[src/rtl/cstk_pkg.sv]
package cstk_pkg;

    // Selected stack operation after priority resolution
    typedef enum logic [2:0] {
        OP_NONE,
        OP_CALL,
        OP_RET,
        OP_ADD1,
        OP_SUB1
    } op_e;

    // Occupancy state of the record register
    typedef enum logic [1:0] {
        OCC_EMPTY,
        OCC_PARTIAL,
        OCC_FULL
    } occ_e;

endpackage

[src/rtl/cstk_event_arb.sv]
module cstk_event_arb
    import cstk_pkg::*;
(
    input  logic call_i,
    input  logic ret_i,
    input  logic push_i,
    input  logic pop_i,
    input  logic inc_i,
    input  logic dec_i,
    output op_e  op_o
);

    // fixed priority call > return > add one > remove one
    always_comb begin
        if (call_i)               op_o = OP_CALL;
        else if (ret_i)           op_o = OP_RET;
        else if (push_i || inc_i) op_o = OP_ADD1;
        else if (pop_i || dec_i)  op_o = OP_SUB1;
        else                      op_o = OP_NONE;
    end

endmodule

[src/rtl/cstk_shift_reg.sv]
module cstk_shift_reg
    import cstk_pkg::*;
#(
    parameter int         REC_W    = 32,
    parameter logic [1:0] CALL_PAT = 2'b11,
    parameter logic       PUSH_BIT = 1'b0
) (
    input  logic             clk,
    input  logic             rst_n,
    input  logic             clr_i,
    input  op_e              op_i,
    output logic [REC_W-1:0] bits_o
);

    logic [REC_W-1:0] bits_q, bits_d;

    always_comb begin
        bits_d = bits_q;
        unique case (op_i)
            OP_CALL: bits_d = {bits_q[REC_W-3:0], CALL_PAT};
            OP_RET:  bits_d = {2'b00, bits_q[REC_W-1:2]};
            OP_ADD1: bits_d = {bits_q[REC_W-2:0], PUSH_BIT};
            OP_SUB1: bits_d = {1'b0, bits_q[REC_W-1:1]};
            OP_NONE: bits_d = bits_q;
            default: bits_d = bits_q;
        endcase
        if (clr_i) bits_d = '0;
    end

    always_ff @(posedge clk or negedge rst_n) begin
        if (!rst_n) bits_q <= '0;
        else        bits_q <= bits_d;
    end

    assign bits_o = bits_q;

    // a call leaves the call pattern in the low two bits
    a_r2_call_pattern: assert property (@(posedge clk) disable iff (!rst_n)
        (op_i == OP_CALL && !clr_i) |=> (bits_q[1:0] == CALL_PAT));

    // a single remove zero-fills the top bit
    a_r4_pop_fill: assert property (@(posedge clk) disable iff (!rst_n)
        (op_i == OP_SUB1 && !clr_i) |=> (bits_q[REC_W-1] == 1'b0));

    // clear empties the register
    a_r10_clear_bits: assert property (@(posedge clk) disable iff (!rst_n)
        clr_i |=> (bits_q == '0));

endmodule

[src/rtl/cstk_depth_fsm.sv]
module cstk_depth_fsm
    import cstk_pkg::*;
#(
    parameter int REC_W   = 32,
    parameter int DEPTH_W = $clog2(REC_W + 1)
) (
    input  logic               clk,
    input  logic               rst_n,
    input  logic               clr_i,
    input  op_e                op_i,
    output logic [DEPTH_W-1:0] depth_o,
    output logic               ovf_o,
    output logic               unf_o
);

    localparam logic [DEPTH_W:0]   LIMIT_X = (DEPTH_W + 1)'(REC_W);
    localparam logic [DEPTH_W-1:0] LIMIT   = DEPTH_W'(REC_W);

    occ_e               occ_q, occ_d;
    logic [DEPTH_W-1:0] depth_q, depth_d;
    logic               ovf_q, ovf_d, unf_q, unf_d;
    logic [DEPTH_W:0]   amt, sum;
    logic               grow, shrink;

    always_comb begin
        grow   = (op_i == OP_CALL) || (op_i == OP_ADD1);
        shrink = (op_i == OP_RET)  || (op_i == OP_SUB1);
        amt    = ((op_i == OP_CALL) || (op_i == OP_RET)) ? (DEPTH_W + 1)'(2)
                                                         : (DEPTH_W + 1)'(1);
        sum    = {1'b0, depth_q} + amt;
    end

    // Next-state and output computation
    always_comb begin
        depth_d = depth_q;
        ovf_d   = ovf_q;
        unf_d   = unf_q;
        unique case (occ_q)
            OCC_EMPTY: begin
                if (grow) depth_d = sum[DEPTH_W-1:0];
                else if (shrink) unf_d = 1'b1;
            end
            OCC_PARTIAL: begin
                if (grow) begin
                    if (sum > LIMIT_X) begin
                        ovf_d   = 1'b1;
                        depth_d = LIMIT;
                    end else begin
                        depth_d = sum[DEPTH_W-1:0];
                    end
                end else if (shrink) begin
                    if ({1'b0, depth_q} < amt) begin
                        unf_d   = 1'b1;
                        depth_d = '0;
                    end else begin
                        depth_d = depth_q - amt[DEPTH_W-1:0];
                    end
                end
            end
            OCC_FULL: begin
                if (grow) ovf_d = 1'b1;
                else if (shrink) depth_d = depth_q - amt[DEPTH_W-1:0];
            end
            default: depth_d = depth_q;
        endcase
        if (clr_i) begin
            depth_d = '0;
            ovf_d   = 1'b0;
            unf_d   = 1'b0;
        end
        if (depth_d == '0)        occ_d = OCC_EMPTY;
        else if (depth_d == LIMIT) occ_d = OCC_FULL;
        else                      occ_d = OCC_PARTIAL;
    end

    // State register
    always_ff @(posedge clk or negedge rst_n) begin
        if (!rst_n) begin
            occ_q   <= OCC_EMPTY;
            depth_q <= '0;
            ovf_q   <= 1'b0;
            unf_q   <= 1'b0;
        end else begin
            occ_q   <= occ_d;
            depth_q <= depth_d;
            ovf_q   <= ovf_d;
            unf_q   <= unf_d;
        end
    end

    assign depth_o = depth_q;
    assign ovf_o   = ovf_q;
    assign unf_o   = unf_q;

    // depth never passes the register width
    a_r7_depth_cap: assert property (@(posedge clk) disable iff (!rst_n)
        depth_q <= LIMIT);

    // a call below the cap adds two
    a_r2_call_depth: assert property (@(posedge clk) disable iff (!rst_n)
        (op_i == OP_CALL && !clr_i && depth_q <= LIMIT - DEPTH_W'(2))
        |=> (depth_q == DEPTH_W'($past(depth_q) + DEPTH_W'(2))));

    // removing from an empty record flags underflow and stays at zero
    a_r8_unf_floor: assert property (@(posedge clk) disable iff (!rst_n)
        (shrink && !clr_i && depth_q == '0) |=> (unf_q && depth_q == '0));

    // flags stay set until cleared
    a_r9_ovf_sticky: assert property (@(posedge clk) disable iff (!rst_n)
        (ovf_q && !clr_i) |=> ovf_q);
    a_r9_unf_sticky: assert property (@(posedge clk) disable iff (!rst_n)
        (unf_q && !clr_i) |=> unf_q);

    // clear drops the flags and the depth
    a_r10_clear_state: assert property (@(posedge clk) disable iff (!rst_n)
        clr_i |=> (!ovf_q && !unf_q && depth_q == '0 && occ_q == OCC_EMPTY));

endmodule

[src/rtl/cstk_record_tracker.sv]
module cstk_record_tracker
    import cstk_pkg::*;
#(
    parameter int REC_W   = 32,
    parameter int DEPTH_W = $clog2(REC_W + 1)
) (
    input  logic               clk,
    input  logic               rst_n,
    input  logic               call_stb,
    input  logic               ret_stb,
    input  logic               push_stb,
    input  logic               pop_stb,
    input  logic               sp_inc_stb,
    input  logic               sp_dec_stb,
    input  logic               dbg_clr,
    output logic [REC_W-1:0]   rec_bits,
    output logic [DEPTH_W-1:0] rec_depth,
    output logic               ovf_flag,
    output logic               unf_flag
);

    op_e op;

    cstk_event_arb u_arb (
        .call_i (call_stb),
        .ret_i  (ret_stb),
        .push_i (push_stb),
        .pop_i  (pop_stb),
        .inc_i  (sp_inc_stb),
        .dec_i  (sp_dec_stb),
        .op_o   (op)
    );

    cstk_shift_reg #(
        .REC_W    (REC_W),
        .CALL_PAT (2'b11),
        .PUSH_BIT (1'b0)
    ) u_shift (
        .clk    (clk),
        .rst_n  (rst_n),
        .clr_i  (dbg_clr),
        .op_i   (op),
        .bits_o (rec_bits)
    );

    cstk_depth_fsm #(
        .REC_W   (REC_W),
        .DEPTH_W (DEPTH_W)
    ) u_depth (
        .clk     (clk),
        .rst_n   (rst_n),
        .clr_i   (dbg_clr),
        .op_i    (op),
        .depth_o (rec_depth),
        .ovf_o   (ovf_flag),
        .unf_o   (unf_flag)
    );

    // a call beats every other strobe for the low pair
    a_r6_call_wins: assert property (@(posedge clk) disable iff (!rst_n)
        (call_stb && !dbg_clr) |=> (rec_bits[1:0] == 2'b11));

endmodule

[config.mk]
export PLATFORM = sky130hd
export DESIGN_NAME = cstk_record_tracker
export DESIGN_NICKNAME = d
export VERILOG_FILES = /design/src/rtl/cstk_pkg.sv /design/src/rtl/cstk_event_arb.sv /design/src/rtl/cstk_shift_reg.sv /design/src/rtl/cstk_depth_fsm.sv /design/src/rtl/cstk_record_tracker.sv
export SDC_FILE = /design/constraint.sdc
export NUM_CORES = 1
export LEC_CHECK = 0
export ABC_CLOCK_PERIOD_IN_PS = 4080
export BUFFER_PORTS_ARGS = -buffer_cell sky130_fd_sc_hd__buf_2
export CORE_MARGIN = 2
export CORE_UTILIZATION = 48
export DETAILED_ROUTE_END_ITERATION = 16
export PLACE_DENSITY = 0.75
export SLEW_MARGIN = 20
export SYNTH_ARGS = -nofsm -noshare
export SYNTH_HDL_FRONTEND = slang
export SYNTH_SLANG_ARGS = --single-unit
export TNS_END_PERCENT = 100
[constraint.sdc]
create_clock -name clk -period 4.08 [get_ports clk]
set_clock_uncertainty 0.2 [all_clocks]
set_input_delay 0 -clock clk [delete_from_list [all_inputs] [get_ports clk]]
set_output_delay 0 -clock clk [all_outputs]
set_load 0.05 [all_outputs]
; Word level (Yosys, flattened, before mapping)
; Cells that the tools add are included.
[totals]
elab_cells = 66
output_inout_bits = 40
inputBits = 9
ff_bits = 42
[op_classes]
n_addsub = 2
order_cmp = 2
n_reduce_logical = 12
n_eq_ne = 15
mux = 30
[op_table]
columns = operator, count
row1 = 32-bit one-hot mux with 4 select lines, 1
row2 = 6-bit two-way mux, 8
row3 = 32-bit two-way mux, 1
row4 = 3-bit by 2-bit != test with 1-bit output (second input constant), 6
row5 = 6-bit one-hot mux with 3 select lines, 1
row6 = 3-bit two-way mux, 4
row7 = 1-bit two-way mux, 10
row8 = 6-bit by 7-bit adder with 7-bit output, 1
row9 = 7-bit by 6-bit greater-than comparator with 1-bit output (second input constant), 1
row10 = 6-bit by 7-bit less-than comparator with 1-bit output, 1
row11 = 3-bit by 2-bit equality test with 1-bit output (second input constant), 2
row12 = 6-bit equality test (second input constant), 1
row13 = 6-bit logical NOT, 1
row14 = 2-bit two-way mux, 3
row15 = 3-bit != test (second input constant), 2
row16 = 6-bit AND reduction, 1
row17 = 3-bit nonzero test, 2
row18 = 6-bit subtractor, 1
row19 = 1-bit logical OR, 5
row20 = 5-bit nonzero test, 1
row21 = 1-bit one-hot mux with 2 select lines, 2
row22 = 4-bit AND reduction, 1
row23 = 3-bit by 1-bit equality test with 1-bit output (second input constant), 1
row24 = 3-bit equality test (second input constant), 1
row25 = 3 further kinds, 3

; Logic depth before layout (Yosys ltp)
; Gate-level depths: netlist of the first run.
[logic_depth]
ltp_word = 17
mapped_depth = 11
ltp_nobuf = 11

; By module
; A second synthesis of the first run with hierarchy kept.
[unflattened]
cells_unflattened = 495
area_unflattened_um2 = 4156.5
[modules_own_cells]
columns = mod, area_per_inst_um2, seq_area_each_um2, cells_per_inst, instances
row1 = cstk_shift_reg, 2700.1, 800.8, 299, 1
row2 = cstk_depth_fsm, 1415.1, 250.2, 190, 1
row3 = cstk_event_arb, 41.3, 0.0, 6, 1

; Worst setup path before layout of the first run
; OpenSTA, ideal clock, no wires.
[synth_timing]
path_kind = register to register
start = reg u_depth.depth_q[0], in the netlist u_depth.depth_o[0]
end = reg u_depth.occ_q[1]
period_less_slack_ns = 3.534
stages_incl_launch_ff = 11
n_path_buf = 0
t_arrival_ns = 3.239
required_ns = 3.785
setup_slack_ns = 0.546
path_cell_list = dfrtp_1 > ha_1 > inv_1 > fa_1 > and4b_4 > a221oi_1 > o21ai_1 > and2_4 > a221o_2 > or4_4 > nor4b_2
[synth_between]
elab_chain_len = 9
word_cells_on_any_way = 17
classes_between = 2 x add/sub / 2 x order compare / 1 x eq/ne / 11 x mux / 1 x reduce/logical
[synth_rtl]
columns = item, line
row1 = start: declaration, cstk_depth_fsm.sv:20  ; logic [DEPTH_W-1:0] depth_q, depth_d;
row2 = start signal: assignment, cstk_depth_fsm.sv:85  ; depth_q <= depth_d;
row3 = 6-bit by 7-bit adder with 7-bit output (tied with other cells), cstk_depth_fsm.sv:30  ; sum = {1'b0, depth_q} + amt;
row4 = 7-bit by 6-bit greater-than comparator with 1-bit output / 6-bit two-way mux (equally long branches), "cstk_depth_fsm.sv:45, cstk_depth_fsm.sv:52"
row5 = 6-bit two-way mux (on tied branches), "cstk_depth_fsm.sv:45, cstk_depth_fsm.sv:51"
row6 = 6-bit two-way mux, cstk_depth_fsm.sv:44  ; if (grow) begin
row7 = 6-bit one-hot mux with 3 select lines (*), cstk_depth_fsm.sv:38  ; unique case (occ_q)
row8 = 6-bit two-way mux (*), cstk_depth_fsm.sv:66  ; if (clr_i) begin
row9 = via u_depth.depth_d[3], cstk_depth_fsm.sv:20
row10 = 6-bit equality test, cstk_depth_fsm.sv:72  ; else if (depth_d == LIMIT) occ_d = OCC_FULL;
row11 = 2-bit two-way mux, cstk_depth_fsm.sv:72
row12 = 2-bit two-way mux (*), cstk_depth_fsm.sv:71  ; if (depth_d == '0) occ_d = OCC_EMPTY;
row13 = via u_depth.occ_d[1], cstk_depth_fsm.sv:19  ; occ_e occ_q, occ_d;
row14 = end signal: assignment, cstk_depth_fsm.sv:79  ; occ_q <= OCC_EMPTY;
row15 = end signal: assignment, cstk_depth_fsm.sv:84  ; occ_q <= occ_d;
row16 = end: declaration, cstk_depth_fsm.sv:19
; Mark *: on every way through the listed nets, which the timed path passes. The rest lies on a longest branch.
; A chain may end at the register's enable or synchronous reset.

; Worst setup path in the final report of the first run
; Ends and elaborated chain as after synthesis.

==> flow_summary.ini, run 1 <==
[clock_tree]
cts_setup_buffers = 0
cts_sinks = 42
clockBufferDepth = 2
cts_tree = done
numCtsBuffers = 5
clockRootBuffer = clkbuf_8
clk_latency_ns = 0.30
cts_resized = 0
postCtsHoldBufs = 1
clk_pin_slew_ns = 0.09
cts.htree.levels = 2

[final_layout]
fillers = 595
antennaDiodeCount = 0
area_growth_pct = 11.4
nNetsFinal = 396
drive_gt1_frac = 0.283
fin_cells = 458

[detailed_routing]
num_vias = 3148
drtIter0Drc = 511
first_pass_iters = 7
drc = 0
ant_nets = 0
wire_per_inst_um = 19.5
routed_via_density = 6.87
finalWirelength_um = 8950

[floorplanning]
fp-row-count = 29
ios = 49
die_x_um = 85.4
die_height_um = 85.4
core_mm2 = 0.00639
die_area_mm2 = 0.00729
initial_core_util = 0.497

[sta]
tns_ns = 0
finalHoldViolations = 0
tightest_slew_ns = 0.986
fmax_mhz = 290
slew_headroom = 0.343
rsz0062_at_grt = false
fin_crit_sh = 0.845
min_period_ns = 3.45
final-max-slew-violation-count = 0
setup_violations = 0

[power_and_ir_drop]
cellLeakagePower_uw = 0.00150
p_per_area_mw_per_mm2 = 378
ir_drop_mv = 0.201

[yosys]
yosysUniqueCellTypes = 70
synth_top_family_by_area = compound AO/OA/AOI/OAI gates
syn_nets = 365
async_flop_share = 1.00
synthFlopType = dfrtp_1
synth_warnings = 0
netlist_instances = 349
synth_xor_area_frac = 0.0138
yosysSeqAreaShare = 0.331
synth-seq-cells = 42
postSynthAreaPerCell_um2 = 9.10
synth-adder-area-share = 0.0323
synthMuxAreaShare = 0.113
synth-simple-area-share = 0.162
syn_area_mm2 = 0.00318
synth_compound_area_frac = 0.293
synth_edf_count = 0

[setup_path]
worstPathRequired_ns = 4.09
critPathMaxFanout = 6
crit_type = register to register
worstSetupEndpointType = register
critPathArrivalTime_ns = 3.45
worst_setup_path_start_kind = register

[global_routing]
antenna_found_initial = 0
overflow = 0
grt_max_degree = 49
grt_pass1_vias = 2776
grt_pass1_wl_um = 14400
grt_use_total = 0.242

[place]
io_buffer_count = 48
globalplace.congestion = 0.975
dp_hpwl_um = 5540
dp_cells = 449

[min_path]
min-delay-path-class = primary input to register

[job]
cap_viol_max_count = 0

[outcome]
outcome = finished clean
metrics by stage:
stage          utilization  area (um^2)  hold WS, ns  total power, uW  worst slack (ns)
2_1_floorplan            -         3180       -0.496              919             0.546
3_3_place_gp         0.537         3430       0.0199             1040             0.792
3_5_place_dp         0.539         3440       0.0198             1050             0.700
4_1_cts              0.554         3540       0.0330             1330             0.674
5_1_grt              0.554         3540       0.0688             1410             0.460
6_report             0.554         3540       0.0495             1340             0.633
cell usage after synthesis (3+ instances only):
master / n / area (um^2)
o31ai_1: 3 / 22.5
a22oi_1: 3 / 22.5
nor2_1: 18 / 67.6
buf_2: 4 / 20.0
mux2_2: 29 / 327
clkbuf_1: 22 / 82.6
or4_1: 3 / 22.5
nor3_1: 8 / 40.0
a211oi_1: 4 / 30.0
a31oi_1: 3 / 18.8
o21ai_1: 6 / 30.0
ha_1: 5 / 62.6
nand2b_1: 4 / 25.0
xnor2_1: 4 / 35.0
nor4_1: 5 / 31.3
a222oi_1: 30 / 300
inv_1: 10 / 37.5
o21ai_0: 8 / 40.0
mux2_1: 3 / 33.8
a21oi_1: 35 / 175
nand2_1: 38 / 143
dfrtp_1: 42 / 1050
a221oi_1: 3 / 26.3
o211ai_1: 4 / 30.0
power breakdown:
group / internal [uW] / total [uW] / switching, uW
registers: 439 / 508 / 69.3
clock network: 121 / 278 / 158
logic: 194 / 551 / 357
total: 754 / 1340 / 584
flip-flops by register name (all words and copies together) (netlist names):
name	flops
u_depth.depth_o	6
u_depth.ovf_o	1
u_depth.unf_o	1
u_depth.occ_q	2
u_shift.bits_o	32
path summary, 6_finish.rpt:
check	start	endpoint	slack (ns)	cells past startpoint
max in group asynchronous	rst_n	u_depth.unf_o	2.87	2
min	pop_stb	u_depth.depth_o[1]	0.05	5
min in group asynchronous	rst_n	u_depth.depth_o[3]	0.19	2
max	u_depth.depth_o[0]	u_depth.occ_q[1]	0.63	10
max reg2reg	u_depth.depth_o[0]	u_depth.occ_q[1]	0.63	10
min reg2reg	u_depth.unf_o	u_depth.unf_o	0.30	2
kinds of logic (layout without fill, tap and decap cells):
logic type	after synthesis	after routing
xor+xnor	5	5
buf+inv	41	73
mux	32	32
flops	42	42
fa+ha+maj	7	7
compound gates	124	124
simple gates	98	98
cells in the final DEF, fill, tap and decap left out, types with 7 or more instances in the layout:
cell type | netlist | final
dfrtp_1 | 42 | 42
nor3_1 | 8 | 7
o21ai_0 | 8 | 8
buf_2 | 4 | 48
a222oi_1 | 30 | 30
mux2_2 | 29 | 29
inv_1 | 10 | 10
nor2_1 | 18 | 17
nand2_1 | 38 | 38
a21oi_1 | 35 | 35
worst max-delay path, stage by stage, from the launching register on:
cell and delay, ns:
dfrtp_1 0.44, ha_1 0.25, inv_1 0.08, fa_1 0.45, and4b_4 0.22, a221oi_1 0.32, a211oi_1 0.13, and2_4 0.19
a221o_2 0.36, or4_4 0.50, nor4b_2 0.21
layout make-up:
type	instances	area (um^2)	area share
multi-input combinational	266	1980	0.558
sequential	42	1050	0.297
timing repair buffer	54	288	0.0813
tap	77	96.3	0.0272
clock buffer	5	68.8	0.0194
inverter	11	41.3	0.0117
clock inverter	3	18.8	0.00530
routing by layer:
layer / wire, um / vias to the layer above / track usage
met4: 175 / 0 / 0.0765
met3: 701 / 19 / 0.0389
met2: 4110 / 165 / 0.349
met5: 0 / - / 0
met1: 3960 / 1521 / 0.368
li1: - / 1443 / -
Power figures use the tool's default switching activity.
==> inputs of run 2 (changes only) <==
--- a/config.mk
+++ b/config.mk
@@ -5,7 +5,7 @@
 export SDC_FILE = /design/constraint.sdc
 export NUM_CORES = 1
 export LEC_CHECK = 0
-export ABC_CLOCK_PERIOD_IN_PS = 4080
+export ABC_CLOCK_PERIOD_IN_PS = 3200
 export BUFFER_PORTS_ARGS = -buffer_cell sky130_fd_sc_hd__buf_2
 export CORE_MARGIN = 2
 export CORE_UTILIZATION = 48
==> constraint.sdc (replaced) <==
create_clock -name clk -period 3.2 [get_ports clk]
set_clock_uncertainty 0.2 [all_clocks]
set_input_delay 0 -clock clk [delete_from_list [all_inputs] [get_ports clk]]
set_output_delay 0 -clock clk [all_outputs]
set_load 0.05 [all_outputs]
==> flow_summary.ini, run 2 (synthesis gave the netlist of run 1 again) <==
[outcome]
outcome = finished clean

[place]
io_buffer_count = 48
globalplace.congestion = 0.994
dp_cells = 459
dp_hpwl_um = 5920
placed_cell_area_mm2 = 0.00354
place_ws_ns = -0.0809

[global_routing]
grt_pass1_vias = 2937
grt_max_degree = 49
antenna_found_initial = 0
grt_pass1_wl_um = 14700
grt_use_total = 0.245
overflow = 0

[final_layout]
layout_common_cells = 48 x buf_2, 40 x dfrtp_1, 38 x nand2_1
design_area_mm2 = 0.00369
antennaDiodeCount = 0
nNetsFinal = 407
drive_gt1_frac = 0.324
final_common_cell = buf_2
fillers = 554
fin_cells = 469
largest_reg_flops = 32
area_growth_pct = 16.3
final_core_util = 0.579

[setup_path]
worst_setup_path_start_kind = register
worstSetupEndpointType = register
critPathMaxFanout = 3
r2r_cells = 10
crit_type = register to register
critPathArrivalTime_ns = 3.20
worstPathRequired_ns = 3.21

[detailed_routing]
wire_per_inst_um = 19.3
drtIter0Drc = 494
ant_nets = 0
num_vias = 3168
first_pass_iters = 9
finalWirelength_um = 9040
drc = 0
routed_via_density = 6.75

[sta]
finalHoldViolations = 0
tightest_slew_ns = 0.948
fmax_mhz = 313
min_period_ns = 3.19
whs_ns = 0.0457
setup_violations = 0
final-max-slew-violation-count = 0
rsz0062_at_grt = true
setup_ws_ns = 0.00775
slew_headroom = 0.368
fin_crit_sh = 0.998

[power_and_ir_drop]
switchingPower_uw = 778
netSwitchingFraction = 0.418
ir_drop_mv = 0.371
clkPwrFrac = 0.239
p_int_uw = 1080
seqPwrFrac = 0.337
p_per_area_mw_per_mm2 = 503
comb_power_share = 0.424
cellLeakagePower_uw = 0.00157

[min_path]
min-delay-path-class = primary input to register
min_path_cells = 5

[floorplanning]
die_x_um = 85.4
core_mm2 = 0.00639
initial_core_util = 0.497
die_area_mm2 = 0.00729
die_height_um = 85.4
fp-row-count = 29
ios = 49

[job]
cap_viol_max_count = 0

[clock_tree]
clk_latency_ns = 0.29
clockRootBuffer = clkbuf_8
clk_pin_slew_ns = 0.09
cts_setup_buffers = 0
cts_sinks = 42
clockBufferDepth = 2
cts_tree = done
numCtsBuffers = 5
cts.htree.levels = 2
[run 2: cell types whose count changed in the layout (fill, tap and decap cells not counted), sizes merged]
cell	before	now
buf	53	63
bufinv	0	1
clkinv	2	0
clkinvlp	0	1
dlygate4sd3	1	2
[run 2: what timing repair did]
| item | CTS | global route |
|---|---|---|
| endpoints found under the hold margin | 55 | 0 |
| pin swaps | 3 | 2 |
| resized for setup | 2 | 1 |
| hold buffers | 2 | 0 |
| setup endpoints to repair | 1 | 1 |
[run 2: area by class of cell]
type	count	area, um^2	share of cell area
clock inverter	3	48.8	0.0132
timing repair buffer	65	373	0.101
multi-input combinational	266	2010	0.545
inverter	11	41.3	0.0112
tap	77	96.3	0.0261
sequential	42	1050	0.285
clock buffer	5	68.8	0.0186
[run 2: metrics by stage]
step	total power [uW]	setup TNS (ns)
global route	1960	-0.113
floorplan	1190	-0.0634
finish	1860	0
CTS	1850	-0.0107
global placement	1390	0
detailed placement	1400	-0.0809
[run 2: power groups by stage]
stage | combinational, uW | clock, uW | sequential [uW]
after floorplan | 499 | 0 | 690
after global placement | 754 | 0 | 634
after detailed placement | 762 | 0 | 634
after CTS | 771 | 452 | 623
after global routing | 847 | 477 | 632
final | 789 | 444 | 626
[run 2: path summary, 6_finish.rpt]
check | start | end | slack, ns
worst max-delay path | u_depth.depth_o[0] | u_depth.occ_q[1] | 0.008
worst max register to register | u_depth.depth_o[0] | u_depth.occ_q[1] | 0.008
worst min register to register | u_depth.unf_o | u_depth.unf_o | 0.32
min in group asynchronous | rst_n | u_shift.bits_o[15] | 0.19
worst min-delay path | pop_stb | u_depth.depth_o[1] | 0.05
max in group asynchronous | rst_n | u_depth.depth_o[0] | 1.98
[run 2: metal layers]
layer | track usage | routed length [um] | vias to the layer above
met2 | 0.393 | 4370 | 155
met3 | 0.0350 | 667 | 10
met5 | 0 | 0 | -
li1 | - | - | 1462
met4 | 0.0534 | 68 | 0
met1 | 0.353 | 3930 | 1541
[run 2: worst max-delay path, cell delays in order (launching register included)]
cell and delay, ns:
dfrtp_2 0.41, ha_4 0.15, inv_2 0.04, fa_1 0.50
and4bb_2 0.28, a221oi_2 0.25, o21ai_2 0.10, and2_4 0.18
a221o_2 0.34, or4_4 0.44, nor4b_4 0.21
